### config.mk
export PLATFORM = sky130hd
export DESIGN_NAME = lpm_seq
export DESIGN_NICKNAME = d
export VERILOG_FILES = /design/src/rtl/lpm_pkg.sv /design/src/rtl/lpm_fsm.sv /design/src/rtl/lpm_mask_bank.sv /design/src/rtl/lpm_clk_gate.sv /design/src/rtl/lpm_seq.sv
export SDC_FILE = /design/constraint.sdc
export NUM_CORES = 1
export LEC_CHECK = 0
export BUFFER_PORTS_ARGS = -buffer_cell sky130_fd_sc_hd__buf_2
export CAP_MARGIN = 15
export CORE_MARGIN = 2
export CORE_UTILIZATION = 40
export DETAILED_ROUTE_END_ITERATION = 6
export GPL_ROUTABILITY_DRIVEN = 0
export HOLD_SLACK_MARGIN = 0.03
export PLACE_DENSITY = 0.72
export SLEW_MARGIN = 20
export SYNTH_ARGS = -nofsm -noshare
export SYNTH_HDL_FRONTEND = slang
export SYNTH_SLANG_ARGS = --single-unit
### constraint.sdc
create_clock -name clk -period 1.57 [get_ports clk]
set_input_delay 0.314 -clock clk [delete_from_list [all_inputs] [get_ports clk]]
set_output_delay 0.314 -clock clk [all_outputs]
set_load 0.01 [all_outputs]
### src/rtl/lpm_pkg.sv
package lpm_pkg;

   // Mode states of the power sequencer.
   typedef enum logic [2:0] {
      MODE_RUN    = 3'd0,
      MODE_WAIT   = 3'd1,
      MODE_LPRUN  = 3'd2,
      MODE_LPWAIT = 3'd3,
      MODE_STOP3  = 3'd4
   } lpm_mode_e;

   localparam int unsigned NUM_MODES = 5;

   // Bit position of each mode in the one-hot mode vector.
   localparam int unsigned OH_RUN    = 0;
   localparam int unsigned OH_WAIT   = 1;
   localparam int unsigned OH_LPRUN  = 2;
   localparam int unsigned OH_LPWAIT = 3;
   localparam int unsigned OH_STOP3  = 4;

   function automatic logic [NUM_MODES-1:0] mode_to_oh(input lpm_mode_e m);
      logic [NUM_MODES-1:0] v;
      v = '0;
      unique case (m)
         MODE_RUN:    v[OH_RUN]    = 1'b1;
         MODE_WAIT:   v[OH_WAIT]   = 1'b1;
         MODE_LPRUN:  v[OH_LPRUN]  = 1'b1;
         MODE_LPWAIT: v[OH_LPWAIT] = 1'b1;
         MODE_STOP3:  v[OH_STOP3]  = 1'b1;
         default:     v = '0;
      endcase
      return v;
   endfunction

endpackage

### src/rtl/lpm_fsm.sv
module lpm_fsm
   import lpm_pkg::*;
(
   input  logic                 clk,
   input  logic                 rst_n,
   input  logic                 stop_req,
   input  logic                 wait_req,
   input  logic                 irq,
   input  logic                 lpr,
   input  logic                 lpwui,
   output lpm_mode_e            mode,
   output logic [NUM_MODES-1:0] mode_oh
);

   lpm_mode_e mode_q, mode_d;
   logic      stop_wake;
   logic      lpwait_wake;

   // A stop wake needs irq, and either the normal regulator or the wake bit.
   assign stop_wake   = irq & (~lpr | lpwui);
   assign lpwait_wake = irq & lpwui;

   always_comb begin
      mode_d = mode_q;
      unique case (mode_q)
         MODE_RUN: begin
            if (stop_req)
               mode_d = MODE_STOP3;
            else if (wait_req)
               mode_d = lpr ? MODE_RUN : MODE_WAIT;  // direct move to LPWAIT refused
            else if (lpr)
               mode_d = MODE_LPRUN;
         end
         MODE_WAIT: begin
            if (irq)
               mode_d = MODE_RUN;
         end
         MODE_LPRUN: begin
            if (stop_req)
               mode_d = MODE_STOP3;
            else if (wait_req)
               mode_d = MODE_LPWAIT;
            else if (!lpr)
               mode_d = MODE_RUN;
         end
         MODE_LPWAIT: begin
            if (lpwait_wake)
               mode_d = MODE_RUN;
         end
         MODE_STOP3: begin
            if (stop_wake)
               mode_d = MODE_RUN;
         end
         default: mode_d = MODE_RUN;
      endcase
   end

   always_ff @(posedge clk or negedge rst_n) begin
      if (!rst_n)
         mode_q <= MODE_RUN;
      else
         mode_q <= mode_d;
   end

   assign mode    = mode_q;
   assign mode_oh = mode_to_oh(mode_q);


   mode_onehot_chk: assert property (@(posedge clk) disable iff (!rst_n)
      $countones(mode_oh) == 1);


   run_to_wait_chk: assert property (@(posedge clk) disable iff (!rst_n)
      (mode_q == MODE_RUN && wait_req && !stop_req && !lpr) |=> mode_q == MODE_WAIT);


   stop_hold_chk: assert property (@(posedge clk) disable iff (!rst_n)
      (mode_q == MODE_STOP3 && lpr && !lpwui) |=> mode_q == MODE_STOP3);


   lpwait_hold_chk: assert property (@(posedge clk) disable iff (!rst_n)
      (mode_q == MODE_LPWAIT && !lpwui) |=> mode_q == MODE_LPWAIT);


   no_direct_lpwait_chk: assert property (@(posedge clk) disable iff (!rst_n)
      (mode_q == MODE_RUN) |=> mode_q != MODE_LPWAIT);


   stop_no_latch_chk: assert property (@(posedge clk) disable iff (!rst_n)
      (mode_q == MODE_STOP3 && !irq) |=> mode_q == MODE_STOP3);

endmodule

### src/rtl/lpm_mask_bank.sv
module lpm_mask_bank #(
   parameter int unsigned W = 8
) (
   input  logic         clk,
   input  logic         rst_n,
   input  logic         we,
   input  logic [W-1:0] wdata,
   output logic [W-1:0] mask
);

   if (W < 1) begin : g_bad_width
      $error("lpm_mask_bank: W must be at least 1");
   end

   logic [W-1:0] mask_q;

   for (genvar i = 0; i < W; i++) begin : g_bit
      always_ff @(posedge clk or negedge rst_n) begin
         if (!rst_n)
            mask_q[i] <= 1'b1;
         else if (we)
            mask_q[i] <= wdata[i];
      end
   end

   assign mask = mask_q;


   mask_write_chk: assert property (@(posedge clk) disable iff (!rst_n)
      we |=> mask == $past(wdata));


   mask_keep_chk: assert property (@(posedge clk) disable iff (!rst_n)
      !we |=> $stable(mask));

endmodule

### src/rtl/lpm_clk_gate.sv
module lpm_clk_gate #(
   parameter int unsigned W        = 8,
   parameter bit          HAS_RTC  = 1'b0,
   parameter int unsigned RTC_BIT  = 0,
   parameter bit          HAS_WDOG = 1'b0,
   parameter int unsigned WDOG_BIT = 0
) (
   input  logic         clk,
   input  logic         rst_n,
   input  logic         stop_mode,
   input  logic [W-1:0] mask,
   output logic [W-1:0] clk_en
);

   if (HAS_RTC && RTC_BIT >= W) begin : g_bad_rtc
      $error("lpm_clk_gate: RTC_BIT out of range");
   end
   if (HAS_WDOG && WDOG_BIT >= W) begin : g_bad_wdog
      $error("lpm_clk_gate: WDOG_BIT out of range");
   end
   if (HAS_RTC && HAS_WDOG && RTC_BIT == WDOG_BIT) begin : g_bad_share
      $error("lpm_clk_gate: RTC_BIT and WDOG_BIT must differ");
   end

   for (genvar i = 0; i < W; i++) begin : g_en
      if (HAS_RTC && i == RTC_BIT) begin : g_rtc
         assign clk_en[i] = mask[i];
      end else begin : g_periph
         assign clk_en[i] = mask[i] & ~stop_mode;
      end
   end


   run_follow_chk: assert property (@(posedge clk) disable iff (!rst_n)
      !stop_mode |-> clk_en == mask);


   stop_off_chk: assert property (@(posedge clk) disable iff (!rst_n)
      stop_mode |-> $countones(clk_en) <= (HAS_RTC ? 1 : 0));

   if (HAS_RTC) begin : g_rtc_chk

      rtc_follow_chk: assert property (@(posedge clk) disable iff (!rst_n)
         clk_en[RTC_BIT] == mask[RTC_BIT]);
   end

   if (HAS_WDOG) begin : g_wdog_chk

      wdog_off_chk: assert property (@(posedge clk) disable iff (!rst_n)
         stop_mode |-> !clk_en[WDOG_BIT]);
   end

endmodule

### src/rtl/lpm_seq.sv
module lpm_seq
   import lpm_pkg::*;
#(
   parameter int unsigned NA        = 8,
   parameter int unsigned NB        = 8,
   parameter int unsigned RTC_BANK  = 0,
   parameter int unsigned RTC_BIT   = 1,
   parameter int unsigned WDOG_BANK = 0,
   parameter int unsigned WDOG_BIT  = 0
) (
   input  logic          clk,
   input  logic          rst_n,
   input  logic          stop_req,
   input  logic          wait_req,
   input  logic          irq,
   input  logic          lpr,
   input  logic          lpwui,
   input  logic          dbg_en,
   input  logic          mask_a_we,
   input  logic [NA-1:0] mask_a_wdata,
   input  logic          mask_b_we,
   input  logic [NB-1:0] mask_b_wdata,
   output logic [4:0]    mode_oh,
   output logic [NA-1:0] clk_en_a,
   output logic [NB-1:0] clk_en_b,
   output logic          dbg_clk_en
);

   localparam bit RTC_IN_A  = (RTC_BANK == 0);
   localparam bit RTC_IN_B  = (RTC_BANK == 1);
   localparam bit WDOG_IN_A = (WDOG_BANK == 0);
   localparam bit WDOG_IN_B = (WDOG_BANK == 1);

   if (RTC_BANK > 1 || WDOG_BANK > 1) begin : g_bad_bank
      $error("lpm_seq: bank selects must be 0 or 1");
   end
   if (NUM_MODES != 5) begin : g_bad_modes
      $error("lpm_seq: mode vector width mismatch");
   end

   lpm_mode_e     mode;
   logic [NA-1:0] mask_a;
   logic [NB-1:0] mask_b;
   logic          stop_mode;
   logic          lp_mode;

   lpm_fsm u_fsm (
      .clk      (clk),
      .rst_n    (rst_n),
      .stop_req (stop_req),
      .wait_req (wait_req),
      .irq      (irq),
      .lpr      (lpr),
      .lpwui    (lpwui),
      .mode     (mode),
      .mode_oh  (mode_oh)
   );

   lpm_mask_bank #(.W(NA)) u_mask_a (
      .clk   (clk),
      .rst_n (rst_n),
      .we    (mask_a_we),
      .wdata (mask_a_wdata),
      .mask  (mask_a)
   );

   lpm_mask_bank #(.W(NB)) u_mask_b (
      .clk   (clk),
      .rst_n (rst_n),
      .we    (mask_b_we),
      .wdata (mask_b_wdata),
      .mask  (mask_b)
   );

   assign stop_mode = mode_oh[OH_STOP3];
   assign lp_mode   = mode_oh[OH_LPRUN] | mode_oh[OH_LPWAIT];

   lpm_clk_gate #(
      .W(NA), .HAS_RTC(RTC_IN_A), .RTC_BIT(RTC_BIT),
      .HAS_WDOG(WDOG_IN_A), .WDOG_BIT(WDOG_BIT)
   ) u_gate_a (
      .clk       (clk),
      .rst_n     (rst_n),
      .stop_mode (stop_mode),
      .mask      (mask_a),
      .clk_en    (clk_en_a)
   );

   lpm_clk_gate #(
      .W(NB), .HAS_RTC(RTC_IN_B), .RTC_BIT(RTC_BIT),
      .HAS_WDOG(WDOG_IN_B), .WDOG_BIT(WDOG_BIT)
   ) u_gate_b (
      .clk       (clk),
      .rst_n     (rst_n),
      .stop_mode (stop_mode),
      .mask      (mask_b),
      .clk_en    (clk_en_b)
   );

   // Debug clock: on at full power, off in low-power modes, kept by dbg_en in stop.
   always_comb begin
      if (stop_mode)
         dbg_clk_en = dbg_en;
      else
         dbg_clk_en = ~lp_mode;
   end


   dbg_lp_off_chk: assert property (@(posedge clk) disable iff (!rst_n)
      (mode == MODE_LPRUN || mode == MODE_LPWAIT) |-> !dbg_clk_en);


   dbg_stop_chk: assert property (@(posedge clk) disable iff (!rst_n)
      (mode == MODE_STOP3) |-> dbg_clk_en == dbg_en);


   stop_entry_chk: assert property (@(posedge clk) disable iff (!rst_n)
      ((mode == MODE_RUN || mode == MODE_LPRUN) && stop_req) |=> mode == MODE_STOP3);

endmodule

# Yosys cells after proc, flatten, opt, wreduce, memory -nomap -nowiden
# Index checks and enable logic that the tools add are counted.
dict set report totals {
  register_bits 19
  latchBits 0
  mem_bits_rw 0
  romBits 0
  inputBits 26
  mem_count 0
}
dict set report classes {
  n_addsub 0
  multipliers 0
  div_mod_pow 0
  order_cmp 0
  eq_ne 9
  shift 0
  muxes 17
  bitwise 22
  n_reduce_logical 2
}
# cell count
set ops {}
lappend ops {{2-to-1 mux 3 bit} 9}
lappend ops {{AND 1 bit} 17}
lappend ops {{case mux 3 bit (5 select lines)} 1}
lappend ops {{inequality test 4 bit, second input constant} 2}
lappend ops {{2-to-1 mux 1 bit} 7}
lappend ops {{== test 3 x 2 -> 1 bit, second input constant} 2}
lappend ops {{AND reduction 5 bit} 1}
lappend ops {{inequality test 2 x 1 -> 1 bit, second input constant} 2}
lappend ops {{== test 3 x 1 -> 1 bit, second input constant} 1}
lappend ops {{== test 3 bit, second input constant} 1}
lappend ops {{logical NOT 3 bit} 1}
lappend ops {{inverter 1 bit} 3}
lappend ops {{inequality test 2 bit, second input constant} 1}
lappend ops {{bitwise OR 1 bit} 2}

# Depth between registers and ports, before layout
# Gate-level depths: netlist of run 1.
dict set report depth {
  word_depth 5
  ltp_mapped 5
  ltp_nobuf 3
}

# By module
# A second synthesis of run 1 with hierarchy kept.
dict set report unflattened {
  hier_cells 74
  area_unflattened_um2 985.9
}
# module n_inst cells_per_inst area_each_um2
set by_module_without_submodules {}
lappend by_module_without_submodules {lpm_mask_bank 2 17 341.6}
lappend by_module_without_submodules {lpm_fsm 1 22 190.2}
lappend by_module_without_submodules {{lpm_clk_gate (u_gate_a)} 1 8 51.3}
lappend by_module_without_submodules {{lpm_clk_gate (u_gate_b)} 1 8 50.0}
lappend by_module_without_submodules {lpm_seq 1 2 11.3}

# Least setup slack after synthesis of run 1
# Ideal clock, no wire load.
dict set report synth_timing {
  path_kind {reg-to-output}
  from {register u_fsm.mode_q[0], in the netlist u_fsm.mode[0]}
  to {output port dbg_clk_en}
  arrival_ps 1089
  path_slack_ps 167
  stages_incl_launch_ff 6
  path_cell_list {dfrtp_1 > inv_2 > and3_1 > buf_6 > buf_6 > a21boi_1}
}
dict set report synth_between {
  word_cells_on_any_way 9
  cone_classes {eq/ne: 3; mux: 4; bitwise: 2}
}
# item line_no
set synth_lines {}
lappend synth_lines {{start, declared} lpm_fsm.sv:15} ;# lpm_mode_e mode_q, mode_d;
lappend synth_lines {{start signal, assigned} lpm_fsm.sv:62} ;# mode_q <= mode_d;
lappend synth_lines {{== test 3 bit} lpm_pkg.sv:24} ;# unique case (m)
lappend synth_lines {{2-to-1 mux 1 bit} lpm_pkg.sv:24}
lappend synth_lines {{via u_gate_a.stop_mode} lpm_clk_gate.sv:10} ;# input logic stop_mode,
lappend synth_lines {{2-to-1 mux 1 bit} lpm_seq.sv:102} ;# if (stop_mode)
lappend synth_lines {{end, declared} lpm_seq.sv:26} ;# output logic dbg_clk_en
# The timed path passes the listed nets, and every way through them passes these cells.

# Worst setup path after layout of run 1
dict set report layout_timing {
  from {register u_fsm.mode_q[0], in the netlist u_fsm.mode[0]}
  to {output port clk_en_b[7]}
}
dict set report layout_between {
  elab_chain_cells 4
}
# item line_no
set layout_lines {}
lappend layout_lines {{== test 3 bit} lpm_pkg.sv:24}
lappend layout_lines {{2-to-1 mux 1 bit} lpm_pkg.sv:24}
lappend layout_lines {{inverter 1 bit} lpm_clk_gate.sv:29} ;# assign clk_en[i] = mask[i] & ~stop_mode;
lappend layout_lines {{AND 1 bit} lpm_clk_gate.sv:29}
lappend layout_lines {{end, declared} lpm_seq.sv:25} ;# output logic [NB-1:0] clk_en_b,
# Every way passes these cells.

==> qor.yml, run 1 <==
status:
  status: "finished, violations left"
  failed_checks: "negative setup slack"
logic_synthesis:
  synth_top_cell_by_area: "dfstp_2"
  yosysWarnings: 0
  syn-cell-area_um2: 935.9
  synth-edff-count: 0
  synthTopCellsByCount: "dfstp_2, mux2_2, nor2b_1, nor2_1"
  ys_async_sr_fraction_pct: 100.0
  synth_nets: 104
  synthCells: 78
  seq_area_frac_synth_pct: 52.94
  ys_ff_latch: 19
  synth_area_leaders: "dfstp_2, mux2_2, nor2b_1"
  synth_top_area_share_pct: 44.92
  avgSynthCellArea_um2: 12.00
  yosysUniqueCellTypes: 20
  synth-main-ff-cell: "dfstp_2"
clocking:
  cts.sinks: 19
  insertion_delay_ns: 0.29
  clk_path_buf_depth: 2
  htree_levels: 1
  cts.reportedPaths.clkPinSlew_ns: 0.11
  cts_root_buf: "clkbuf_4"
  numCtsBuffers: 3
  cts_tree: "done"
timing:
  maxClockFrequency_mhz: 608.5
  rsz0062_at_grt: "yes"
  slew_viol_final: 0
  fin_skew_ns: 0.0002542
  fin_ws_ns: -0.07329
  finalSetupViolations: 17
  fin_crit_sh_pct: 104.7
  fin_hold_ws_ns: 0.2508
  post-route-min-period_ns: 1.643
  relSlewSlack_pct: 72.25
  worstMarginPinSlew_ns: 0.4163
  hold_viol_final: 0
  finalSetupTns_ns: -0.9464
floorplan:
  num_rows: 17
  ios: 48
  start_util_pct: 42.31
  coreArea_um2: 2212
  die_y_um: 52.37
  dieWidth_um: 52.37
  dieArea_um2: 2743
route:
  drt.antenna.violating_nets: 0
  remaining_drc_errors: 0
  drt_iter0_markers: 7
  vias_per_cell: 4.868
  wirelength_um: 2104
  wl_per_cell_um: 13.23
  vias: 774
  first_pass_iters: 4
grt:
  antenna_found_initial: 0
  grt_max_degree: 20
  use_met1_pct: 18.83
  grt_pass1_wl_um: 3367
  grt_overflow: 0
  grt_pass1_vias: 818
  busiest_layer: "met2"
  grt.total_usage_pct: 16.76
  grt_util_met3_pct: 5.143
  gr-usage-met2_pct: 28.33
critical_path:
  r2r_start: "u_fsm.mode[0]$_DFFE_PN0P_"
  cpLargestDelayFamily: "flip-flops"
  worstReg2RegEnd: "u_fsm.mode[1]$_DFFE_PN0P_"
  crit_arrival_ns: 1.33
  required_ns: 1.26
  crit_type: "flop to output pin"
  path_buf_inv: 3
  cp-end-kind: "output pin"
  reg2regPathDepth: 3
  start_kind: "flop"
  slowest_stage: "dfrtp_1"
  max_stage_delay_ns: 0.41
  reg2reg_setup_slack_ns: 0.42
  crit_chain: "inv_2 > and3_4 > buf_6 > nor2b_1 > buf_2"
  cp_max_fo: 8
power_and_ir_drop:
  swShare_pct: 34.14
  powerDensity_nw_per_um2: 1217
  seqPwrFrac_pct: 39.6
  power_frac_clock_pct: 14.9
  leakage_nw: 0.6246
  p_total_mw: 1.590
  p_comb_share_pct: 45.5
  p_sw_uw: 542.8
  p_int_mw: 1.047
  peakVddDrop_v: 0.0009910
hold_path:
  holdCritStartpoint: "mask_a_wdata[2]"
  min_path_cells: 2
  hp-class: "input port to flop"
  hold_path_end: "u_mask_a.mask[2]$_DFFE_PN1P_"
final_layout:
  fin_nets: 158
  final_cell_area_um2: 1306
  area_growth_pct: 39.57
  utilization_pct: 59.05
  antennaDiodeCount: 0
  fin_cells: 159
  drive_above_1_share_pct: 76.34
placed_design:
  placed_area_um2: 1176
  dp_slack_ns: 0.1327
  dp_hpwl_um: 1496
  dp_cells: 149
  port_buffers: 47
flow_run:
  cap_violations: 0
==> area by class of cell <==
class,count,area [um2]
repair buffers,55,317.8
inverters,4,15.01
fillers,196,905.9
multi-input cells,49,414.1
clock buffers,3,22.52
clock inverters,1,5.005
flip-flops and latches,19,496.7
well taps,28,35.03
==> per-layer routing <==
layer | up-vias | part of all wire, %
li1 | 365 | -
met1 | 367 | 43
met2 | 37 | 47
met3 | 5 | 7.6
met4 | 0 | 1.9
met5 | - | 0
==> sequential cells by signal (all words and copies together), names as in the netlist <==
signal / flops
u_mask_a.mask: 8
u_fsm.mode: 3
u_mask_b.mask: 8
==> power by group through the flow <==
stage               Combinational [mW]  Sequential [mW]  Clock [mW]
floorplan                        0.392            0.620           0
global placement                 0.571            0.632           0
detailed placement               0.578            0.638           0
CTS                              0.671            0.626       0.252
global route                     0.783            0.641       0.278
finish                           0.723            0.630       0.237
==> kinds of logic after synthesis <==
group | count (synthesis) | share of synthesized area (%)
buf+inv | 10 | 6.416
flops | 19 | 52.94
compound gates | 7 | 5.214
simple gates | 25 | 15.11
mux | 17 | 20.32
==> worst register-to-register path, cell delays in order, from the launching register on <==
cell       delay [ns]
dfrtp_1          0.43
buf_4            0.16
or3_1            0.34
o2bb2ai_1        0.16
==> cell usage in the layout, fill, tap and decap left out, drive strengths merged <==
cell type and n:
buf 54, a22o 1, clkbuf 3, nor2b 15
nand2 1, a21boi 1, clkinv 1, nand2b 1
inv 4, and3 1, o21ai 3, o2bb2ai 2
dlygate4sd3 1, mux2 16, or3 1, dfrtp 3
nor2 4, dfstp 16, mux2i 1, nor3 2
==> timing repair <==
item	in CTS	in global routing
resized for setup	4	12
buffers inserted	4	1
hold buffers	1	0
cloned	1	0
hold endpoints to repair	3	0
endpoints found under the setup margin	18	20
pin swaps	1	2
==> worst max-delay path by stage <==
stage	startpoint	to	slack, ns	depth (start not counted)
3_3_place_gp	u_fsm.mode[0]$_DFFE_PN0P_	clk_en_a[0]	0.16	5
2_1_floorplan	u_fsm.mode[0]$_DFFE_PN0P_	dbg_clk_en	0.17	5
6_report	u_fsm.mode[0]$_DFFE_PN0P_	clk_en_b[7]	-0.07	5
3_5_place_dp	u_fsm.mode[0]$_DFFE_PN0P_	clk_en_a[5]	0.13	5
4_1_cts	u_fsm.mode[2]$_DFFE_PN0P_	clk_en_a[5]	-0.08	4
5_1_grt	u_fsm.mode[0]$_DFFE_PN0P_	clk_en_b[7]	-0.16	5
Note: power is estimated with default switching activity, not from simulation.
==> run 2: changes to the inputs <==
--- a/config.mk
+++ b/config.mk
@@ -5,6 +5,7 @@
 export SDC_FILE = /design/constraint.sdc
 export NUM_CORES = 1
 export LEC_CHECK = 0
+export ABC_AREA = 1
 export BUFFER_PORTS_ARGS = -buffer_cell sky130_fd_sc_hd__buf_2
 export CAP_MARGIN = 15
 export CORE_MARGIN = 2
@@ -12,7 +13,7 @@
 export DETAILED_ROUTE_END_ITERATION = 6
 export GPL_ROUTABILITY_DRIVEN = 0
 export HOLD_SLACK_MARGIN = 0.03
-export PLACE_DENSITY = 0.72
+export PLACE_DENSITY = 0.71
 export SLEW_MARGIN = 20
 export SYNTH_ARGS = -nofsm -noshare
 export SYNTH_HDL_FRONTEND = slang
==> run 2 against run 1 <==
Net effect:
- the flow still finishes with violations (negative setup slack)
- clock skew rose by 0.0069 ns
- critical path depth increased by 1
- non-clock buffer count is the same
- cell area up 5.6%
- critical path type unchanged
==> qor.yml, run 2 <==
critical_path:
  cp-end-kind: "output pin"
  crit_type: "flop to output pin"
  required_ns: 1.26
  crit_arrival_ns: 1.31
  max_stage_delay_ns: 0.40
  crit_chain: "inv_2 > nand2_2 > nor2_4 > buf_6 > nor2_1 > buf_2"
  path_buf_inv: 3
  start_kind: "flop"
  cpLargestDelayFamily: "flip-flops"
  cp_max_fo: 5
  slowest_stage: "dfrtp_1"
clocking:
  cts_tree: "done"
  htree_levels: 1
  numCtsBuffers: 3
  clk_path_buf_depth: 2
  cts_root_buf: "clkbuf_4"
  cts.sinks: 19
  insertion_delay_ns: 0.28
  cts.reportedPaths.clkPinSlew_ns: 0.10
logic_synthesis:
  ys_ff_latch: 19
  synth_top_area_share_pct: 42.69
  synth.most_common_cell: "nand2_1"
  synth-main-ff-cell: "dfstp_2"
  syn-cell-area_um2: 984.7
  synth_area_leaders: "dfstp_2, nand2_1, nor2_1"
  synth-edff-count: 0
  yosysWarnings: 0
  synth_top_cell_by_area: "dfstp_2"
  synthCells: 130
  ys_async_sr_fraction_pct: 100.0
  yosysUniqueCellTypes: 20
  synthTopCellsByCount: "nand2_1, nor2_1, inv_1, dfstp_2, o21ai_0"
  avgSynthCellArea_um2: 7.575
  seq_area_frac_synth_pct: 50.32
  synth_nets: 156
power_and_ir_drop:
  powerDensity_nw_per_um2: 1410
  leakage_nw: 0.7446
  peakVddDrop_v: 0.0007115
  p_total_mw: 1.945
timing:
  hold_viol_final: 0
  maxClockFrequency_mhz: 614.9
  worstMarginPinSlew_ns: 0.3908
  fin_ws_ns: -0.05635
  finalSetupViolations: 17
  fin_hold_ws_ns: 0.2315
  fin_skew_ns: 0.007130
  finalSetupTns_ns: -0.6485
  post-route-min-period_ns: 1.626
  rsz0062_at_grt: "yes"
  relSlewSlack_pct: 73.94
  fin_crit_sh_pct: 103.6
  slew_viol_final: 0
final_layout:
  fin_nets: 211
  final_common_cell: "buf_2"
  antennaDiodeCount: 0
  area_growth_pct: 40.03
  final_cell_mix: "buf_2, nand2_1, inv_1"
  fillers: 207
  drive_above_1_share_pct: 48.37
route:
  vias_per_cell: 4.547
  drt.antenna.violating_nets: 0
  vias: 964
  wirelength_um: 2129
  drt_iter0_markers: 12
  first_pass_iters: 4
  wl_per_cell_um: 10.04
  remaining_drc_errors: 0
floorplan:
  start_util_pct: 43.27
  dieWidth_um: 53.62
  ios: 48
  dieArea_um2: 2875
  num_rows: 17
  coreArea_um2: 2276
  die_y_um: 53.62
status:
  status: "finished, violations left"
  failed_checks: "negative setup slack"
grt:
  antenna_found_initial: 0
  grt_pass1_wl_um: 3015
  grt_max_degree: 20
  grt.total_usage_pct: 15.01
  grt_pass1_vias: 777
  grt_overflow: 0
placed_design:
  dp_hpwl_um: 1618
  port_buffers: 47
hold_path:
  hp-class: "input port to flop"
flow_run:
  cap_violations: 0
run 2: routing by layer:
metal | GRT usage (%) | wire length, um
met1 | 19.33 | 1011
met2 | 23.05 | 957
met5 | 0 | 0
met4 | 8.974 | 27
met3 | 3.333 | 133
run 2: cell type report:
class | instances | area [um2] | share of cell area [%]
Inverter | 24 | 90.09 | 6.534
Sequential cell | 19 | 496.7 | 36.03
Tap cell | 28 | 35.03 | 2.541
Clock buffer | 4 | 26.28 | 1.906
Multi-Input combinational cell | 82 | 406.6 | 29.49
Timing Repair Buffer | 55 | 324.1 | 23.50
run 2: worst min-delay path: cells and delay by family:
family | cells | cell delay, ns
buf+inv | 1 | 0.10
simple gates | 1 | 0.04
compound gates | 1 | 0.07
run 2: cells by family after synthesis:
group           Yosys count  synth area share, %
compound gates           17                9.021
buf+inv                  29                11.94
flops                    19                50.32
mux                       1                1.144
simple gates             64                27.57
run 2: stage by stage:
stage	cell area (um2)	instances	setup slack, ns	utilization, %
6_report	1379	212	-0.05635	60.58
5_1_grt	1379	212	-0.1271	60.58
4_1_cts	1310	211	-0.05655	57.56
3_5_place_dp	1242	202	0.2075	54.59
3_3_place_gp	1242	202	0.2382	54.59
2_1_floorplan	984.7	130	0.2185	-
run 2: path summary, 6_finish.rpt:
path,from,endpoint,slack (ns),depth (start not counted)
setup / recovery,u_fsm.mode[1]$_DFFE_PN0P_,clk_en_a[3],-0.06,6
hold / removal,mask_b_wdata[0],u_mask_b.mask[0]$_DFFE_PN1P_,0.23,3
setup reg to reg,u_fsm.mode[2]$_DFFE_PN0P_,u_fsm.mode[1]$_DFFE_PN0P_,0.34,9
hold reg to reg,u_mask_b.mask[4]$_DFFE_PN1P_,u_mask_b.mask[4]$_DFFE_PN1P_,0.49,2
max in group asynchronous,rst_n,u_mask_a.mask[1]$_DFFE_PN1P_,0.77,2
min in group asynchronous,rst_n,u_fsm.mode[0]$_DFFE_PN0P_,0.48,2
run 2: power breakdown:
part	leakage [nW]	switching [mW]	internal, mW	total (mW)
Sequential	0.205	0.0520	0.586	0.638
Combinational	0.524	0.595	0.480	1.07
Clock	0.0150	0.133	0.0984	0.232
Total	0.745	0.781	1.16	1.94
run 2: repair_timing:
action	CTS	global route
setup buffers	3	1
cloned	1	0
hold buffers	1	0
pin swaps	1	1
endpoints found under the hold margin	3	0
setup endpoints to repair	16	21
gates resized for setup	1	16
==> run 3: changes to the inputs <==
--- a/config.mk
+++ b/config.mk
@@ -6,7 +6,7 @@
 export NUM_CORES = 1
 export LEC_CHECK = 0
 export ABC_AREA = 1
-export BUFFER_PORTS_ARGS = -buffer_cell sky130_fd_sc_hd__buf_2
+export BUFFER_PORTS_ARGS = -buffer_cell sky130_fd_sc_hd__buf_4
 export CAP_MARGIN = 15
 export CORE_MARGIN = 2
 export CORE_UTILIZATION = 40
==> run 3 against run 2 <==
Net effect:
- the flow still finishes with violations (negative setup slack)
- fmax grew 1.2%
- non-clock buffer count fell by 1
- count of clock-buffer cells in the layout is the same
- via count down 0.41%
- clock skew about the same
- utilization is 2.9 points higher
- cell area grew 4.8%
- final cell count decreased by 0.47%
- die area did not move
- global-route usage grew 1.7 points
- largest power group unchanged
==> qor.yml, run 3 (synthesis gave the netlist of run 2 again) <==
status:
  status: "finished, violations left"
  failed_checks: "negative setup slack"
floorplan:
  ios: 48
  coreArea_um2: 2276
  start_util_pct: 43.27
  dieWidth_um: 53.62
  num_rows: 17
  dieArea_um2: 2875
  die_y_um: 53.62
route:
  drt_iter0_markers: 17
  remaining_drc_errors: 0
  vias: 960
  wirelength_um: 2134
  vias_per_cell: 4.550
  wl_per_cell_um: 10.11
  drt.antenna.violating_nets: 0
  first_pass_iters: 4
grt:
  grt_max_degree: 20
  grt_pass1_vias: 841
  antenna_found_initial: 0
  grt_overflow: 0
  grt_pass1_wl_um: 3491
  grt.total_usage_pct: 16.76
final_layout:
  fin_cells: 211
  fillers: 219
  area_growth_pct: 46.76
  antennaDiodeCount: 0
  drive_above_1_share_pct: 46.45
  utilization_pct: 63.50
  final_common_cell: "buf_4"
  fin_nets: 210
  final_cell_mix: "buf_4, nand2_1, nor2_1"
critical_path:
  crit_type: "flop to output pin"
  required_ns: 1.26
  cpLargestDelayFamily: "flip-flops"
  crit_chain: "inv_2 > nand2_2 > nor2_4 > buf_6 > nor2_1 > buf_4"
  cp-end-kind: "output pin"
  crit_arrival_ns: 1.29
  max_stage_delay_ns: 0.41
  cp_max_fo: 10
  start_kind: "flop"
  path_buf_inv: 3
  slowest_stage: "dfrtp_1"
timing:
  post-route-min-period_ns: 1.607
  relSlewSlack_pct: 85.04
  hold_viol_final: 0
  slew_viol_final: 0
  maxClockFrequency_mhz: 622.1
  fin_ws_ns: -0.03736
  rsz0062_at_grt: "yes"
  fin_crit_sh_pct: 102.4
  worstMarginPinSlew_ns: 0.2226
  finalSetupViolations: 15
  fin_skew_ns: 0.006866
clocking:
  numCtsBuffers: 3
  cts_root_buf: "clkbuf_4"
  clk_path_buf_depth: 2
  cts.reportedPaths.clkPinSlew_ns: 0.10
  cts.sinks: 19
  htree_levels: 1
  insertion_delay_ns: 0.28
  cts_tree: "done"
power_and_ir_drop:
  p_comb_share_pct: 55.0
  peakVddDrop_v: 0.0008511
  power_frac_clock_pct: 11.9
  seqPwrFrac_pct: 33.1
  leakage_nw: 0.7636
  swShare_pct: 37.41
  p_sw_uw: 725.3
  p_int_mw: 1.214
  powerDensity_nw_per_um2: 1342
placed_design:
  dp_hpwl_um: 1676
  port_buffers: 47
  dp_cells: 202
hold_path:
  hp-class: "input port to flop"
flow_run:
  cap_violations: 0
==> run 3: worst reg2reg max path, stage by stage (launching register included) <==
cell and delay (ns):
dfrtp_2 0.45, nand2_2 0.10, nor2_4 0.04, buf_6 0.13, buf_4 0.13, nand2_2 0.05
nand2_1 0.05, nor2_1 0.11, nand2_1 0.07, nand2_1 0.06, nand2_1 0.04
==> run 3: power groups by stage <==
stage | clock (mW) | sequential, mW | combinational, mW
3_3_place_gp | 0 | 0.645 | 0.932
5_1_grt | 0.257 | 0.651 | 1.18
2_1_floorplan | 0 | 0.638 | 0.512
3_5_place_dp | 0 | 0.651 | 0.940
4_1_cts | 0.245 | 0.638 | 0.997
6_report | 0.230 | 0.642 | 1.07
==> run 3: worst paths after layout <==
| kind | start | to | slack, ns | cells after the start |
|---|---|---|---|---|
| worst min register to register | u_mask_a.mask[2]$_DFFE_PN1P_ | u_mask_a.mask[2]$_DFFE_PN1P_ | 0.49 | 2 |
| worst max register to register | u_fsm.mode[2]$_DFFE_PN0P_ | u_fsm.mode[1]$_DFFE_PN0P_ | 0.24 | 10 |
| max in group asynchronous | rst_n | u_mask_a.mask[4]$_DFFE_PN1P_ | 0.88 | 2 |
| min in group asynchronous | rst_n | u_fsm.mode[2]$_DFFE_PN0P_ | 0.42 | 2 |
| worst max-delay path | u_fsm.mode[1]$_DFFE_PN0P_ | clk_en_b[0] | -0.04 | 6 |
| worst min-delay path | mask_b_wdata[6] | u_mask_b.mask[6]$_DFFE_PN1P_ | 0.23 | 3 |
==> run 3: metrics by stage <==
stage	total power [mW]	instance area, um2	setup WS [ns]	hold slack (ns)	setup TNS (ns)
floorplan	1.150	984.7	0.2185	0.01841	0
CTS	1.880	1414	-0.05462	0.2270	-0.5793
detailed placement	1.591	1360	0.2344	0.1940	0
global route	2.089	1445	-0.1188	0.2449	-1.680
global placement	1.577	1360	0.2585	0.1946	0
finish	1.939	1445	-0.03736	0.2329	-0.3148
==> run 3: cell type report <==
cell class                      instances  area, um2  area share [%]
Multi-Input combinational cell         82      376.6           26.06
Inverter                               24      90.09           6.234
Timing Repair Buffer                   54      419.2           29.00
Tap cell                               28      35.03           2.424
Sequential cell                        19      498.0           34.46
Clock buffer                            4      26.28           1.818
==> run 3: routing by layer <==
layer / wire, um / GRT usage, % / vias to the layer above
met5: 0 / 0 / -
met4: 27 / 8.547 / 0
met3: 148 / 1.944 / 2
met2: 1008 / 27.37 / 33
met1: 950 / 21.93 / 427
li1: - / - / 498
==> run 3: what timing repair did <==
action                                 in CTS  in global routing
endpoints found under the hold margin       3                  0
gates cloned                                0                  0
hold buffers                                1                  0
pin swaps                                   1                  0
gates resized for setup                     3                  4
setup endpoints to repair                  17                 20
buffers inserted                            1                  3
